===== src/rtl/sleep_wake_ctrl.sv =====
module sleep_wake_ctrl #(
  parameter int N_SRC = 7
) (
  input  logic             clk,
  input  logic             rst_n,
  input  logic             sleep_req,
  input  logic [N_SRC-1:0] irq_flags,
  input  logic [N_SRC-1:0] irq_enables,
  input  logic             gie,
  input  logic             wdt_timeout,
  input  logic             ext_rst_req,
  output logic             osc_en,
  output logic             io_hold,
  output logic             wdt_clr,
  output logic             pd_flag,
  output logic             to_flag,
  output logic             resume_pulse,
  output logic             vector_req,
  output logic             core_reset
);

  logic asleep;
  logic irq_pending;
  logic wake_cond;

  assign irq_pending = |(irq_flags & irq_enables);
  assign wake_cond   = irq_pending | wdt_timeout;
  assign osc_en      = ~asleep;
  assign io_hold     = asleep;

  always_ff @(posedge clk or negedge rst_n) begin
    if (!rst_n) begin
      asleep       <= 1'b0;
      pd_flag      <= 1'b1;
      to_flag      <= 1'b1;
      wdt_clr      <= 1'b0;
      resume_pulse <= 1'b0;
      vector_req   <= 1'b0;
      core_reset   <= 1'b0;
    end else begin
      wdt_clr      <= 1'b0;
      resume_pulse <= 1'b0;
      vector_req   <= 1'b0;
      core_reset   <= 1'b0;
      if (ext_rst_req) begin
        core_reset <= 1'b1;
        if (asleep) begin
          asleep  <= 1'b0;
          wdt_clr <= 1'b1;
        end
      end else if (!asleep) begin
        if (sleep_req && !irq_pending) begin
          asleep  <= 1'b1;
          pd_flag <= 1'b0;
          to_flag <= 1'b1;
          wdt_clr <= 1'b1;
        end
      end else if (wake_cond) begin
        asleep       <= 1'b0;
        wdt_clr      <= 1'b1;
        resume_pulse <= 1'b1;
        vector_req   <= gie & irq_pending;
        if (wdt_timeout) to_flag <= 1'b0;
      end
    end
  end

endmodule



===== config.mk =====
export PLATFORM = sky130hd
export DESIGN_NAME = sleep_wake_ctrl
export DESIGN_NICKNAME = d
export VERILOG_FILES = /design/src/rtl/sleep_wake_ctrl.sv
export SDC_FILE = /design/constraint.sdc
export NUM_CORES = 1
export LEC_CHECK = 0
export ABC_AREA = 1
export BUFFER_PORTS_ARGS = -buffer_cell sky130_fd_sc_hd__buf_2
export CORE_AREA = 2 2 39 41
export CTS_CLUSTER_DIAMETER = 80
export DETAILED_ROUTE_END_ITERATION = 12
export DIE_AREA = 0 0 41 43
export PLACE_DENSITY_LB_ADDON = 0.05
export SYNTH_ARGS = -nofsm -noshare
export SYNTH_HDL_FRONTEND = slang
export SYNTH_SLANG_ARGS = --single-unit
export TNS_END_PERCENT = 30

===== constraint.sdc =====
create_clock -name clk -period 1.3 [get_ports clk]
set_input_delay 0.065 -clock clk [delete_from_list [all_inputs] [get_ports clk]]
set_output_delay 0.065 -clock clk [all_outputs]
set_load 0.01 [all_outputs]

==> out/metrics.sh, run 1 <==
REG2REGPATHDEPTH=6
INITIAL_ANTENNA_VIOLATION_COUNT=0
YS_SEQ_ELEMENTS=7
SYN-NUM-NETS=63
OVERFLOW=0
MET2_WIRE_LENGTH_UM=348
ROUTED-WL-MET3_UM=70
DR.PASS1.ITERS=3
FINALINSTANCEAREA_UM2=554.3
NUMCLOCKSINKS=7
HOLD_PATH.CLASS='in -> reg'
CTS.ROOT.BUFFER_CELL='clkbuf_4'
GRT_MAX_DEGREE=8
SYNTH_SEQ_AREA_SHARE_PCT=51.45
POST_SYNTH_FA_HA_MAJ_AREA_FRACTION_PCT=0
SYNTH.AREA.MUX_SHARE_PCT=0
CLK-INSERTION-DELAY-LATE_NS=0.25
DRT_FIRST_ITER_VIOLATIONS=2
POST_CTS.REPAIR.SETUP_BUFFERS=0
DIE-HEIGHT_UM=43
ANTENNADIODECOUNT=0
SYN2LAYOUT_AREA_GROWTH_PCT=60.51
PLACEMENT.IO_BUFFERS=27
POST_ROUTE_CELLS_DRIVE_ABOVE_1_SHARE_PCT=50.65
SYNTH_CELLS=43
SIMPLE_GATE_AREA_SHARE_OF_THE_YOSYS_NETLIST_PCT=38.04
INITIAL_UTILIZATION_PCT=24.95
SYNTH_COMPOUND_GATE_AREA_SHARE_PCT=5.072
CELLLEAKAGEPOWER_nW=0.3330
POST_SYNTH_INSTANCE_AREA_UM2=345.3
STARTPOINT_TYPE='flop'
DRC=0
CRITICAL_PATH_ARRIVAL_NS=0.96
R2R_SLACK_NS=0.35
DIE_AREA_MM2=0.001763
FIN_CRIT_SH_PCT=78.53
TRACK_USAGE_PCT=10.66
ENDPOINT_KIND='output port'
TIMING.HOLD.WS_NS=0.07211
CLKTRANSATPATHREGS_NS=0.05
WIRE_LENGTH_OF_THE_FIRST_GLOBAL_ROUTING_PASS_UM=1255
YOSYS_WARNINGS=0
ROWS=14
PLACE.GP.CONGESTION=0.7220
MAX_SLEW.WORST_PIN.SLEW_NS=0.1653
RUN_STATUS='finished, final reports clean'
MIN_FROM='gie'
CP_DATA_REQUIRED_TIME_NS=1.24
CTSHTREEMAXLEVEL=1
CAPTURE_INSTANCE_OF_THE_WORST_REGISTER_TO_REGISTER_PATH='to_flag$_DFFE_PN1P_'
ROUTED_VIA_DENSITY=4.043
FIRST_GLOBAL_VIAS=340
POWER.DENSITY_CELL_AREA_mW_PER_MM2=978.6
POSTSYNTHAREAPERCELL_UM2=8.031
FIN_SETUP_TNS_NS=0
PATH_CLASS='reg -> out'
PLACE.DETAILED.HPWL_UM=679.2
FLOORPLAN.IO_PINS=28
DESIGN.FINAL.NETS=98
ROUTE.TOP_LAYER_USED='met3'
TIMING_HOLD_VIOLATIONS_FINAL=0
FMAX_MHz=979.6
FIN_SKEW_NS=0.0009285
DETAILROUTE.VIA_COUNT=376
HOLD_PATH_DEPTH=3
TIMING.FINAL.SETUP_VIOLATIONS=0
CTS_MADE_BUFFERS=3
REGTOREGSTARTPOINT='io_hold$_DFF_PN0_'
YOSYSUNIQUECELLTYPES=13
CLOCK_TREE_FROM_TRITONCTS='done'
SYNTH-XOR-AREA-SHARE_PCT=0
FIN_MAX_SLEW_VIOS=0
WORST_IR_DROP_VDD_V=0.0002337
CORE-AREA_MM2=0.001384
RSZ0062_AT_GRT='false'
PATH_MAX_FANOUT=6
DIE_W_UM=41
ROUTE.DETAILED.WL_PER_INST_UM=8.312
END_POINT_OF_THE_WORST_HOLD_PATH='vector_req$_DFF_PN0_'
PERIOD_NEEDED_NS=1.021
SYNTH_TOP_FAMILY_BY_AREA='simple AND/OR/NAND/NOR gates'
POST_DP_CELL_AREA_UM2=508.0
ROUTED_WL_UM=773
DRT.ANTENNA.VIOLATING_NETS=0
MAXIMUM_NUMBER_OF_BUFFERS_FROM_CLOCK_ROOT_TO_SINK=2
TIMING.MAX_CAP.VIOLATIONS=0
SLEW-LIMIT-HEADROOM_PCT=88.94
POST_ROUTE_MET1_WIRELENGTH_UM=353
FINALPOWER_uW=542.4
## stage by stage
| step | utilization, % | cells | setup WS [ns] |
|---|---|---|---|
| 2_1_floorplan | - | 43 | 0.2970 |
| 3_3_place_gp | 36.71 | 87 | 0.3803 |
| 3_5_place_dp | 36.71 | 87 | 0.3548 |
| 4_1_cts | 40.05 | 93 | 0.2685 |
| 5_1_grt | 40.05 | 93 | 0.2358 |
| 6_report | 40.05 | 93 | 0.2791 |
## critical path, stage by stage, from the launching register on
cell,delay [ns]
dfrtp_1,0.38
buf_4,0.16
inv_1,0.06
buf_2,0.12
## timing repair
item                                   CTS  global route
setup endpoints to repair                0             0
endpoints found under the hold margin    8             0
resized for setup                        0             0
hold buffers                             2             0
## cells by family after synthesis
group           count (synthesis)
simple gates                   28
flops                           7
buf+inv                         5
compound gates                  3
## where the power goes
part	total [mW]	internal (mW)	switching [mW]
clock	0.195	0.117	0.0781
combinational	0.103	0.0507	0.0521
sequential	0.245	0.239	0.00556
total	0.542	0.407	0.136
## Yosys cell counts
cell	n	share of area (%)
dfstp_2	2	15
dfrtp_1	5	36
nor2_2	2	3.6
nand3_2	2	5.8
o21a_1	1	2.2
inv_1	5	5.4
nor2_1	4	4.3
nand3_1	2	2.9
a21oi_1	1	1.4
nand2_1	16	17
o21ai_0	1	1.4
nand2_2	1	1.8
and2_2	1	2.2
## placed cells by master, fill, tap and decap left out, drive strengths merged
| cell | netlist | routed |
|---|---|---|
| and2 | 1 | 1 |
| nor2 | 6 | 6 |
| o21ai | 1 | 1 |
| buf | 0 | 28 |
| dfstp | 2 | 2 |
| o21a | 1 | 1 |
| dfrtp | 5 | 5 |
| inv | 5 | 5 |
| clkbuf | 0 | 4 |
| a21oi | 1 | 1 |
| nand3 | 4 | 4 |
| dlygate4sd3 | 0 | 2 |
| nand2 | 17 | 17 |
## how the worst max path moves through the flow
stage,start,to,slack [ns],cells past startpoint
2_1_floorplan,io_hold$_DFF_PN0_,to_flag$_DFFE_PN1P_,0.30,6
3_3_place_gp,io_hold$_DFF_PN0_,to_flag$_DFFE_PN1P_,0.38,6
3_5_place_dp,io_hold$_DFF_PN0_,to_flag$_DFFE_PN1P_,0.35,6
4_1_cts,io_hold$_DFF_PN0_,osc_en,0.27,3
5_1_grt,io_hold$_DFF_PN0_,osc_en,0.24,3
6_report,io_hold$_DFF_PN0_,osc_en,0.28,3
## layer usage
metal  global-route usage [%]  vias to the layer above
met2                    15.00                       21
met1                    13.92                      153
met4                    10.00                        0
met5                        0                        -
li1                         -                      202
met3                        0                        0
## area by class of cell
| class | instances | area, um^2 |
|---|---|---|
| clock buffers | 4 | 26.28 |
| fillers | 163 | 829.5 |
| inverters | 5 | 18.77 |
| multi-input cells | 31 | 148.9 |
| flip-flops and latches | 7 | 177.7 |
| well taps | 16 | 20.02 |
| repair buffers | 30 | 162.7 |
## flip-flops by register name, indices dropped and copies added (netlist names)
signal	flops
core_reset	1
io_hold	1
pd_flag	1
resume_pulse	1
to_flag	1
vector_req	1
wdt_clr	1
(Power assumes the default switching activity.)
==> inputs of run 2 (changes only) <==
Settings changed: ABC_AREA 1 to 0.
Clock period 1.3 ns to 0.8 ns, I/O delays scaled along.
==> run 2 against run 1 <==
Compared with the run above:
- the flow now finishes with violations (negative setup slack)
- non-clock buffer count increased by 5
- first-iteration DRC count increased to 3.0 times the previous value
- critical path type unchanged
- flip-flop and latch count unchanged
- core utilization increased by 6.0 points
- largest power group unchanged
- final cell count decreased by 14%
- largest cell class is now non-clock buffers
- worst setup slack got worse by 0.45 ns
- critical endpoint is now io_hold
- clock-buffer cell count unchanged
- critical path depth decreased by 1
- via count decreased by 6.1%
- highest routed layer unchanged
==> out/metrics.sh, run 2 <==
ROUTE.DETAILED.WL_PER_INST_UM=12.89  # was 8.312 um
OVERFLOW=0  # unchanged
NETLIST_TOP_CELLS_AREA='dfrtp_1 (41%), dfstp_2 (17%), a2bb2oi_1 (5.7%), a2111oi_2 (4.9%), a22oi_1 (4.9%)'  # was dfrtp_1 (36%), nand2_1 (17%), dfstp_2 (15%), nand3_2 (5.8%), inv_1 (5.4%)
ROUTE.TOP_LAYER_USED='met3'  # unchanged
CLK-INSERTION-DELAY-LATE_NS=0.25  # about the same
POST-SYNTH-TOP-AREA-CELL='dfrtp_1'  # unchanged
TIMING.MAX_CAP.VIOLATIONS=0  # unchanged
FIRST_GLOBAL_VIAS=382  # was 340
SYNTH.MOST_COMMON_CELL='dfrtp_1'  # was nand2_1
PATH_CLASS='reg -> out'  # unchanged
POST_SYNTH_INSTANCE_AREA_UM2=307.8  # was 345.3 um^2
FMAX_MHz=1027
ROUTED_VIA_DENSITY=4.413  # was 4.043
DIE_W_UM=41  # unchanged
SYNTH_SEQ_AREA_SHARE_PCT=57.72  # was 51.45%
PLACE.DETAILED.HPWL_UM=736.8  # was 679.2 um
PLACE.GP.CONGESTION=0.7125  # was 0.7220
MET2_WIRE_LENGTH_UM=617  # was 348 um
FIN_MAX_SLEW_VIOS=0  # unchanged
SYN2LAYOUT_AREA_GROWTH_PCT=106.9  # was 60.51%
TIMING.FINAL.SETUP_VIOLATIONS=10  # was 0
DRT.ANTENNA.VIOLATING_NETS=0  # unchanged
YOSYS_WARNINGS=0  # unchanged
PERIOD_NEEDED_NS=0.9740
POST_ROUTE_MET1_WIRELENGTH_UM=339  # was 353 um
CLKTRANSATPATHREGS_NS=0.05  # about the same
DETAILROUTE.VIA_COUNT=353  # was 376
CORE-AREA_MM2=0.001384  # unchanged
PRECTSSETUPSLACK_NS=-0.4113  # was 0.3548 ns
FIN_CRIT_SH_PCT=121.7
DIE-HEIGHT_UM=43  # unchanged
INITIAL_ANTENNA_VIOLATION_COUNT=0  # unchanged
ENDPOINT_KIND='output port'  # unchanged
DESIGN.FINAL.NETS=85  # was 98
RSZ0062_AT_GRT='true'  # was false
FIN_SKEW_NS=0.001540  # was 0.0009285 ns
NUMCLOCKSINKS=7  # unchanged
WORST_IR_DROP_VDD_V=0.0008932  # was 0.0002337 V
INITIAL_UTILIZATION_PCT=22.24  # was 24.95%
STARTPOINT_TYPE='flop'  # unchanged
SYNTH_CELLS=25  # was 43
SYNTH_LARGEST_TYPE_AREA_FRACTION_PCT=40.65  # was 36.23%
MAX_SLEW.WORST_PIN.SLEW_NS=0.3141  # was 0.1653 ns
ROWS=14  # unchanged
GRT_MAX_DEGREE=8  # unchanged
SLEW-LIMIT-HEADROOM_PCT=79.06  # was 88.94%
CTS.ROOT.BUFFER_CELL='clkbuf_4'  # unchanged
DRT_FIRST_ITER_VIOLATIONS=6  # was 2
CELLLEAKAGEPOWER_nW=0.3184  # was 0.3330 nW
MAXIMUM_NUMBER_OF_BUFFERS_FROM_CLOCK_ROOT_TO_SINK=2  # unchanged
FLOORPLAN.IO_PINS=28  # unchanged
CRITICAL_PATH_ARRIVAL_NS=0.93  # was 0.96 ns
TRACK_USAGE_PCT=14.34  # was 10.66%
TIMING_HOLD_VIOLATIONS_FINAL=0  # unchanged
SYN-NUM-NETS=45  # was 63
MOSTFREQUENTLAYOUTCELL='buf_2'  # unchanged
YOSYS_MOST_USED_DFF='dfrtp_1'  # unchanged
DRC=0  # unchanged
PLACEMENT.IO_BUFFERS=27  # unchanged
HOLD_PATH.CLASS='in -> reg'  # unchanged
PATH_MAX_FANOUT=4  # was 6
POSTSYNTHAREAPERCELL_UM2=12.31  # was 8.031 um^2
CTS_MADE_BUFFERS=3  # unchanged
ROUTED-WL-MET3_UM=74  # was 70 um
FINALPOWER_uW=980.2  # was 542.4 uW
DR.PASS1.ITERS=4  # was 3
YOSYS-TOP-CELLS-COUNT='dfrtp_1 (5), nor2_1 (4)'  # was nand2_1 (16), dfrtp_1 (5), inv_1 (5)
CP_DATA_REQUIRED_TIME_NS=0.76  # was 1.24 ns
POWER.DENSITY_CELL_AREA_mW_PER_MM2=1539  # was 978.6 mW/mm^2
POST_ROUTE_CELLS_DRIVE_ABOVE_1_SHARE_PCT=71.88  # was 50.65%
DIE_AREA_MM2=0.001763  # unchanged
ANTENNADIODECOUNT=0  # unchanged
LAYOUT_SETUP_WS_NS=-0.1740  # was 0.2791 ns
FAILED_CHECKS='negative setup slack'
LAYOUT.CELLS.MOST_COMMON_LIST='buf_2 (21), buf_6 (9), dfrtp_1 (4)'  # was buf_2 (27), nand2_1 (16), inv_1 (5), dfrtp_1 (5), nor2_1 (4)
RUN_STATUS='finished, violations left'  # was finished, final reports clean
CTSHTREEMAXLEVEL=1  # unchanged
COUNT_OF_FLIP_FLOPS_WITH_A_BUILT_IN_ENABLE_AFTER_SYNTHESIS=0  # unchanged
PROPORTION_OF_REGISTER_BITS_WITH_ASYNCHRONOUS_SET_OR_RESET_AFTER_SYNTHESIS_PCT=100.0  # unchanged
YOSYSUNIQUECELLTYPES=14  # was 13
ROUTED_WL_UM=1031  # was 773 um
CLOCK_TREE_FROM_TRITONCTS='done'  # unchanged
WIRE_LENGTH_OF_THE_FIRST_GLOBAL_ROUTING_PASS_UM=1669  # was 1255 um
YS_SEQ_ELEMENTS=7  # unchanged
## run 2: cell count changes after synthesis, sizes merged, moves of 2 or more
cell     previous run  this run
nor2                6         4
a22oi               0         2
nand3               4         1
nand2              17         0
a2bb2oi             0         2
inv                 5         2
## run 2: cell families after synthesis
| logic type | share of synthesized area, % |
|---|---|
| AO/OA/AOI/OAI | 25.20 |
| AND/OR/NAND/NOR | 14.63 |
| flip-flops | 57.72 |
| buffers and inverters | 2.440 |
## run 2: per-layer routing
metal | GRT usage, % | up-vias
li1 | - | 172
met1 | 16.72 | 166
met2 | 22.50 | 15
met3 | 8.377 | 0
met4 | 2.000 | 0
met5 | 0 | -
## run 2: worst max-delay path: stages (launching register included)
cell and delay [ns]:
dfrtp_2 0.43, buf_4 0.14, buf_6 0.11
## run 2: power breakdown
part / total, mW / switching (mW) / internal, mW
sequential: 0.422 / 0.0253 / 0.397
combinational: 0.232 / 0.0922 / 0.140
clock: 0.327 / 0.136 / 0.191
## run 2: worst paths after layout
kind | from | end | slack [ns] | cells after the start
setup / recovery | io_hold$_DFF_PN0_ | io_hold | -0.17 | 2
hold / removal | wdt_timeout | io_hold$_DFF_PN0_ | 0.04 | 2
setup reg to reg | io_hold$_DFF_PN0_ | vector_req$_DFF_PN0_ | -0.16 | 4
hold reg to reg | pd_flag$_DFFE_PN1P_ | pd_flag$_DFFE_PN1P_ | 0.50 | 1
max in group asynchronous | rst_n | pd_flag$_DFFE_PN1P_ | 0.42 | 2
min in group asynchronous | rst_n | vector_req$_DFF_PN0_ | 0.15 | 2
## run 2: cell type report
class,count,area [um^2]
well taps,16,20.02
fillers,149,747.0
clock buffers,4,26.28
flip-flops and latches,7,178.9
repair buffers,35,249.0
inverters,2,7.507
multi-input cells,16,155.1
## run 2: metrics by stage
stage / hold slack [ns] / setup TNS, ns / cells / util, % / instance area (um^2)
floorplan: -0.2556 / -0.9656 / 25 / - / 307.8
global placement: -0.1233 / -1.938 / 71 / 35.08 / 485.5
detailed placement: -0.1167 / -2.003 / 71 / 35.08 / 485.5
CTS: 0.03253 / -1.521 / 79 / 43.31 / 599.3
global route: 0.02536 / -2.041 / 80 / 46.02 / 636.9
finish: 0.03643 / -1.417 / 80 / 46.02 / 636.9
## run 2: what timing repair did
item,4_1_cts,5_1_grt
pin swaps,2,4
gates cloned,0,0
hold buffers,2,0
endpoints found under the hold margin,8,0
resized for setup,10,6
buffers inserted,2,1
endpoints found under the setup margin,11,14
